<file path="src/rtl/status_pkg.sv">
package status_pkg;
  localparam int SB_W    = 8;
  localparam int EVT_PON = 7;
  localparam int EVT_URQ = 6;
  localparam int EVT_RQC = 1;
  localparam int SB_MSS  = 6;
  localparam int SB_ESB  = 5;
  localparam int SB_MAV  = 4;

  typedef enum logic [1:0] {
    RD_HOLD,
    RD_STATUS,
    RD_POLL,
    RD_EVENT
  } readSel_e;

  typedef struct packed {
    logic     setPon;
    logic     clrEvents;
    logic     clrRqs;
    logic     loadEvtMask;
    logic     loadReqMask;
    readSel_e readSel;
  } ctrlStb_t;
endpackage

</file>
<file path="src/rtl/status_ctrl.sv">
module status_ctrl
  import status_pkg::*;
(
  input  logic     clk,
  input  logic     rstN,
  input  logic     statusQuery,
  input  logic     serialPoll,
  input  logic     eventRead,
  input  logic     clearStatus,
  input  logic     afterTerminator,
  input  logic     eventMaskWr,
  input  logic     reqMaskWr,
  output ctrlStb_t ctrl,
  output logic     queueClear
);
  logic ponPending;

  // ponPending is high for the first cycle after reset release only
  always_ff @(posedge clk or negedge rstN) begin
    if (!rstN) begin
      ponPending <= 1'b1;
      queueClear <= 1'b0;
    end else begin
      ponPending <= 1'b0;
      queueClear <= clearStatus & afterTerminator;
    end
  end

  always_comb begin
    ctrl.setPon      = ponPending;
    ctrl.clrEvents   = eventRead | clearStatus;
    ctrl.clrRqs      = serialPoll;
    ctrl.loadEvtMask = eventMaskWr;
    ctrl.loadReqMask = reqMaskWr;
    // read source priority: poll, query, event read
    if (serialPoll)       ctrl.readSel = RD_POLL;
    else if (statusQuery) ctrl.readSel = RD_STATUS;
    else if (eventRead)   ctrl.readSel = RD_EVENT;
    else                  ctrl.readSel = RD_HOLD;
  end
endmodule

</file>
<file path="src/rtl/status_datapath.sv">
module status_datapath
  import status_pkg::*;
#(
  parameter int W = SB_W
) (
  input  logic         clk,
  input  logic         rstN,
  input  ctrlStb_t     ctrl,
  input  logic [W-1:0] eventStb,
  input  logic         queueAvail,
  input  logic [W-1:0] eventMaskIn,
  input  logic [W-1:0] reqMaskIn,
  output logic [W-1:0] readData,
  output logic [W-1:0] eventMaskOut,
  output logic [W-1:0] reqMaskOut,
  output logic         srqLine
);
  localparam logic [W-1:0] ONE_BIT   = W'(1);
  localparam logic [W-1:0] RESV_BITS = (ONE_BIT << EVT_URQ) | (ONE_BIT << EVT_RQC);
  localparam logic [W-1:0] PON_BIT   = ONE_BIT << EVT_PON;
  localparam logic [W-1:0] MSS_BIT   = ONE_BIT << SB_MSS;

  logic [W-1:0] evtReg, evtMask, reqMask;
  logic [W-1:0] evtSet, sumByte, queryByte, pollByte;
  logic         esb, mss, mssPrev, rqs;

  assign evtSet = eventStb | (ctrl.setPon ? PON_BIT : '0);
  assign esb    = |(evtReg & evtMask);

  always_comb begin
    sumByte         = '0;
    sumByte[SB_ESB] = esb;
    sumByte[SB_MAV] = queueAvail;
  end

  // reqMask bit 6 is stored as 0, so bit 6 never feeds itself
  assign mss       = |(sumByte & reqMask);
  assign queryByte = sumByte | (mss ? MSS_BIT : '0);
  assign pollByte  = sumByte | (rqs ? MSS_BIT : '0);

  always_ff @(posedge clk or negedge rstN) begin
    if (!rstN) begin
      evtReg   <= '0;
      evtMask  <= '0;
      reqMask  <= '0;
      mssPrev  <= 1'b0;
      rqs      <= 1'b0;
      readData <= '0;
    end else begin
      // a new event wins over a same-cycle clear
      evtReg  <= ((ctrl.clrEvents ? '0 : evtReg) | evtSet) & ~RESV_BITS;
      mssPrev <= mss;
      // a summary rising edge wins over a same-cycle poll clear
      rqs     <= (rqs & ~ctrl.clrRqs) | (mss & ~mssPrev);
      if (ctrl.loadEvtMask) evtMask <= eventMaskIn;
      if (ctrl.loadReqMask) reqMask <= reqMaskIn & ~MSS_BIT;
      unique case (ctrl.readSel)
        RD_POLL:   readData <= pollByte;
        RD_STATUS: readData <= queryByte;
        RD_EVENT:  readData <= evtReg;
        default:   readData <= readData;
      endcase
    end
  end

  assign eventMaskOut = evtMask;
  assign reqMaskOut   = reqMask;
  assign srqLine      = rqs;
endmodule

</file>
<file path="src/rtl/status_reporter.sv">
module status_reporter
  import status_pkg::*;
#(
  parameter int W = SB_W
) (
  input  logic         clk,
  input  logic         rstN,
  input  logic [W-1:0] eventStb,
  input  logic         queueAvail,
  input  logic         eventMaskWr,
  input  logic [W-1:0] eventMaskIn,
  input  logic         reqMaskWr,
  input  logic [W-1:0] reqMaskIn,
  input  logic         statusQuery,
  input  logic         serialPoll,
  input  logic         eventRead,
  input  logic         clearStatus,
  input  logic         afterTerminator,
  output logic [W-1:0] readData,
  output logic [W-1:0] eventMaskOut,
  output logic [W-1:0] reqMaskOut,
  output logic         srqLine,
  output logic         queueClear
);
  ctrlStb_t ctrl;

  status_ctrl ctrl_i (
    .clk            (clk),
    .rstN           (rstN),
    .statusQuery    (statusQuery),
    .serialPoll     (serialPoll),
    .eventRead      (eventRead),
    .clearStatus    (clearStatus),
    .afterTerminator(afterTerminator),
    .eventMaskWr    (eventMaskWr),
    .reqMaskWr      (reqMaskWr),
    .ctrl           (ctrl),
    .queueClear     (queueClear)
  );

  status_datapath #(.W(W)) dp_i (
    .clk         (clk),
    .rstN        (rstN),
    .ctrl        (ctrl),
    .eventStb    (eventStb),
    .queueAvail  (queueAvail),
    .eventMaskIn (eventMaskIn),
    .reqMaskIn   (reqMaskIn),
    .readData    (readData),
    .eventMaskOut(eventMaskOut),
    .reqMaskOut  (reqMaskOut),
    .srqLine     (srqLine)
  );
endmodule

</file>
<file path="config.mk">
export PLATFORM = sky130hd
export DESIGN_NAME = status_reporter
export DESIGN_NICKNAME = d
export VERILOG_FILES = /design/src/rtl/status_pkg.sv /design/src/rtl/status_ctrl.sv /design/src/rtl/status_datapath.sv /design/src/rtl/status_reporter.sv
export SDC_FILE = /design/constraint.sdc
export NUM_CORES = 1
export LEC_CHECK = 0
export BUFFER_PORTS_ARGS = -buffer_cell sky130_fd_sc_hd__clkbuf_2
export CORE_MARGIN = 1
export CORE_UTILIZATION = 25
export DETAILED_ROUTE_END_ITERATION = 12
export RECOVER_POWER = 25
export SKIP_LAST_GASP = 1
export SYNTH_ARGS = -nofsm -noshare
export SYNTH_HDL_FRONTEND = slang
export SYNTH_SLANG_ARGS = --single-unit
</file>
<file path="constraint.sdc">
create_clock -name clk -period 1.3 [get_ports clk]
set_input_delay 0.065 -clock clk [delete_from_list [all_inputs] [get_ports clk]]
set_output_delay 0.065 -clock clk [all_outputs]
set_load 0.005 [all_outputs]
</file>
==> impl_metrics.ini <==
[global_routing]
grt_pass1_vias = 1038
grt_overflow = 0
grt_pass1_wl_um = 4960
track_usage = 0.128
grt_max_degree = 33
antenna_found_initial = 0

[floorplan]
start_util = 0.263
die_h_um = 73.0
die-area_um2 = 5320
coreArea_um2 = 4790
io_pins = 60
die_w_um = 73.0
std_cell_rows = 25

[synth]
ys_warn_count = 0
avgSynthCellArea_um2 = 14.1
synth-seq-cells = 32
synthCells = 89
ys_seq_area_frac = 0.637
syn_area_um2 = 1260
synth_cell_types = 22

[worst_setup_path]
cp-end-kind = register
reg2reg_depth = 4
worstSetupPathType = register to register
critPathArrivalTime_ns = 1.42
r2r_slack_ns = 0.05
crit_fanout = 3
worstReg2RegEnd = dp_i.srqLine$_DFF_PN0_
reg2reg_from = dp_i.eventMaskOut[3]$_DFFE_PN0P_
cp.required_ns = 1.47
cp-start-kind = register

[clock_tree]
cts_root_buf = clkbuf_8
cts_tree = yes
clk_pin_slew_ns = 0.07
h-tree-depth = 2
clock_path_buffers = 2
cts.sinks = 32
insertion_delay_ns = 0.28
cts_buffers = 5

[sta]
fmax_ghz = 0.799
finClkSkew_ns = 0.00757
whs_ns = 0.0109
hold_violations = 0
finalMaxSlewViolations = 0
relSlewSlack = 0.475
period_minus_slack_ns = 1.25
rsz0062_at_grt = yes
period_share = 0.963
setup_viol = 0
tightest_slew_ns = 0.787
finalWorstSetupSlack_ns = 0.0487

[drt]
remaining_drc_errors = 0
wl_um = 2970
drt.antenna.violating_nets = 0
drt_pass1_iterations = 4
routedWlPerCell_um = 12.6
via_per_inst = 4.21
num_vias = 994
drtIter0Drc = 12

[power_and_ir_drop]
p_leak_nw = 0.938
total_power_w = 0.00226
powerDensity_nw_per_um2 = 1210
peakVddDrop_mv = 0.747

[flow_run]
drv_cap = 0

[status]
run_status = finished, final reports clean

[cells_and_area]
drive_above_1_share = 0.550
final_nets = 202
fin_util = 0.390
diodes = 0
layout_common_cells = clkbuf_2 (55), dfrtp_1 (31), mux2_2 (15)
final_common_cell = clkbuf_2
syn_to_final_growth_pct = 48.4

[placement]
portBuffers = 54
dpl.hpwl_um = 2190
routabilityCongestion = 0.742
dp_worst_setup_slack_ns = -0.0258

[min_path]
hp-start = clearStatus
hold_class = primary input to register
whs_path_depth = 2
hold_end = ctrl_i.queueClear$_DFF_PN0_
## cell usage after synthesis, drive strengths merged
cell    number  area (um2)
mux2i        6        60.1
a22o         2        17.5
mux2        15         169
nand2        1        3.75
a211o        1        8.76
a22oi        3        37.5
conb         1        3.75
buf          4        25.0
a31o         1        8.76
o41ai        1        8.76
nor2         4        15.0
nor3         4        20.0
nand3        1        5.00
clkbuf       2        7.51
dfstp        1        26.3
and2         1        6.26
a21o         5        38.8
a21oi        2        10.0
dfrtp       31         776
inv          3        11.3
## cell type report
class	instances	area, um2
Clock buffer	6	72.6
Clock inverter	2	12.5
Fill cell	470	2920
Inverter	3	11.3
Multi-Input combinational cell	50	425
Sequential cell	32	802
Tap cell	67	83.8
Timing Repair Buffer	76	460
## repair_timing
action / CTS / global route
endpoints found under the hold margin: 39 / 2
hold buffers: 9 / 2
pin swaps: 1 / 6
setup buffers: 1 / 2
resized for setup: 0 / 1
setup endpoints to repair: 2 / 2
## worst max-delay path, cell delays in order (launching register included)
cell and delay (ns):
dfrtp_1 0.39, a22oi_2 0.21, nand3_2 0.11, a22o_1 0.24
a22o_1 0.18
## state kept, by name, indices dropped and copies added, names as in the netlist
| signal | flops |
|---|---|
| dp_i.mssPrev | 1 |
| dp_i.eventMaskOut | 8 |
| ctrl_i.ponPending | 1 |
| dp_i.evtReg | 6 |
| dp_i.srqLine | 1 |
| dp_i.readData | 7 |
| dp_i.reqMaskOut | 7 |
| ctrl_i.queueClear | 1 |
## metal layers
metal	track usage	share of wire
met2	0.202	0.48
met4	0.0588	0.013
met1	0.153	0.44
met5	0	0
met3	0.0525	0.067
## metrics by stage
step	cell area (um2)	TNS, ns	cells
floorplan	1270	0	91
global placement	1650	0	214
detailed placement	1650	-0.0337	214
CTS	1830	0	232
global route	1870	-0.00267	236
finish	1870	0	236
## worst max-delay path by stage
stage                     slack (ns)                              from  depth (start not counted)                            to
after floorplan                  0.1  dp_i.eventMaskOut[0]$_DFFE_PN0P_                          4  dp_i.readData[6]$_DFFE_PN0P_
final                           0.05  dp_i.eventMaskOut[3]$_DFFE_PN0P_                          4        dp_i.srqLine$_DFF_PN0_
after detailed placement       -0.03  dp_i.eventMaskOut[0]$_DFFE_PN0P_                          4  dp_i.readData[6]$_DFFE_PN0P_
after CTS                       0.01  dp_i.eventMaskOut[0]$_DFFE_PN0P_                          4  dp_i.readData[6]$_DFFE_PN0P_
after global routing          -0.003  dp_i.eventMaskOut[2]$_DFFE_PN0P_                          4  dp_i.readData[6]$_DFFE_PN0P_
after global placement          0.04  dp_i.eventMaskOut[0]$_DFFE_PN0P_                          4  dp_i.readData[6]$_DFFE_PN0P_
## kinds of logic (layout without fill, tap and decap cells)
group / count (synthesis) / in the layout / share of synthesized area
compound gates: 15 / 15 / 0.103
buf+inv: 9 / 87 / 0.0348
flops: 32 / 32 / 0.637
mux: 21 / 21 / 0.182
other cells: 1 / 3 / 0.00298
simple gates: 11 / 11 / 0.0398
## where the power goes
part | internal [W] | switching, W
registers | 0.00109 | 0.0000610
clock network | 0.000374 | 0.000366
logic | 0.000219 | 0.000153
(Power assumes the default switching activity.)
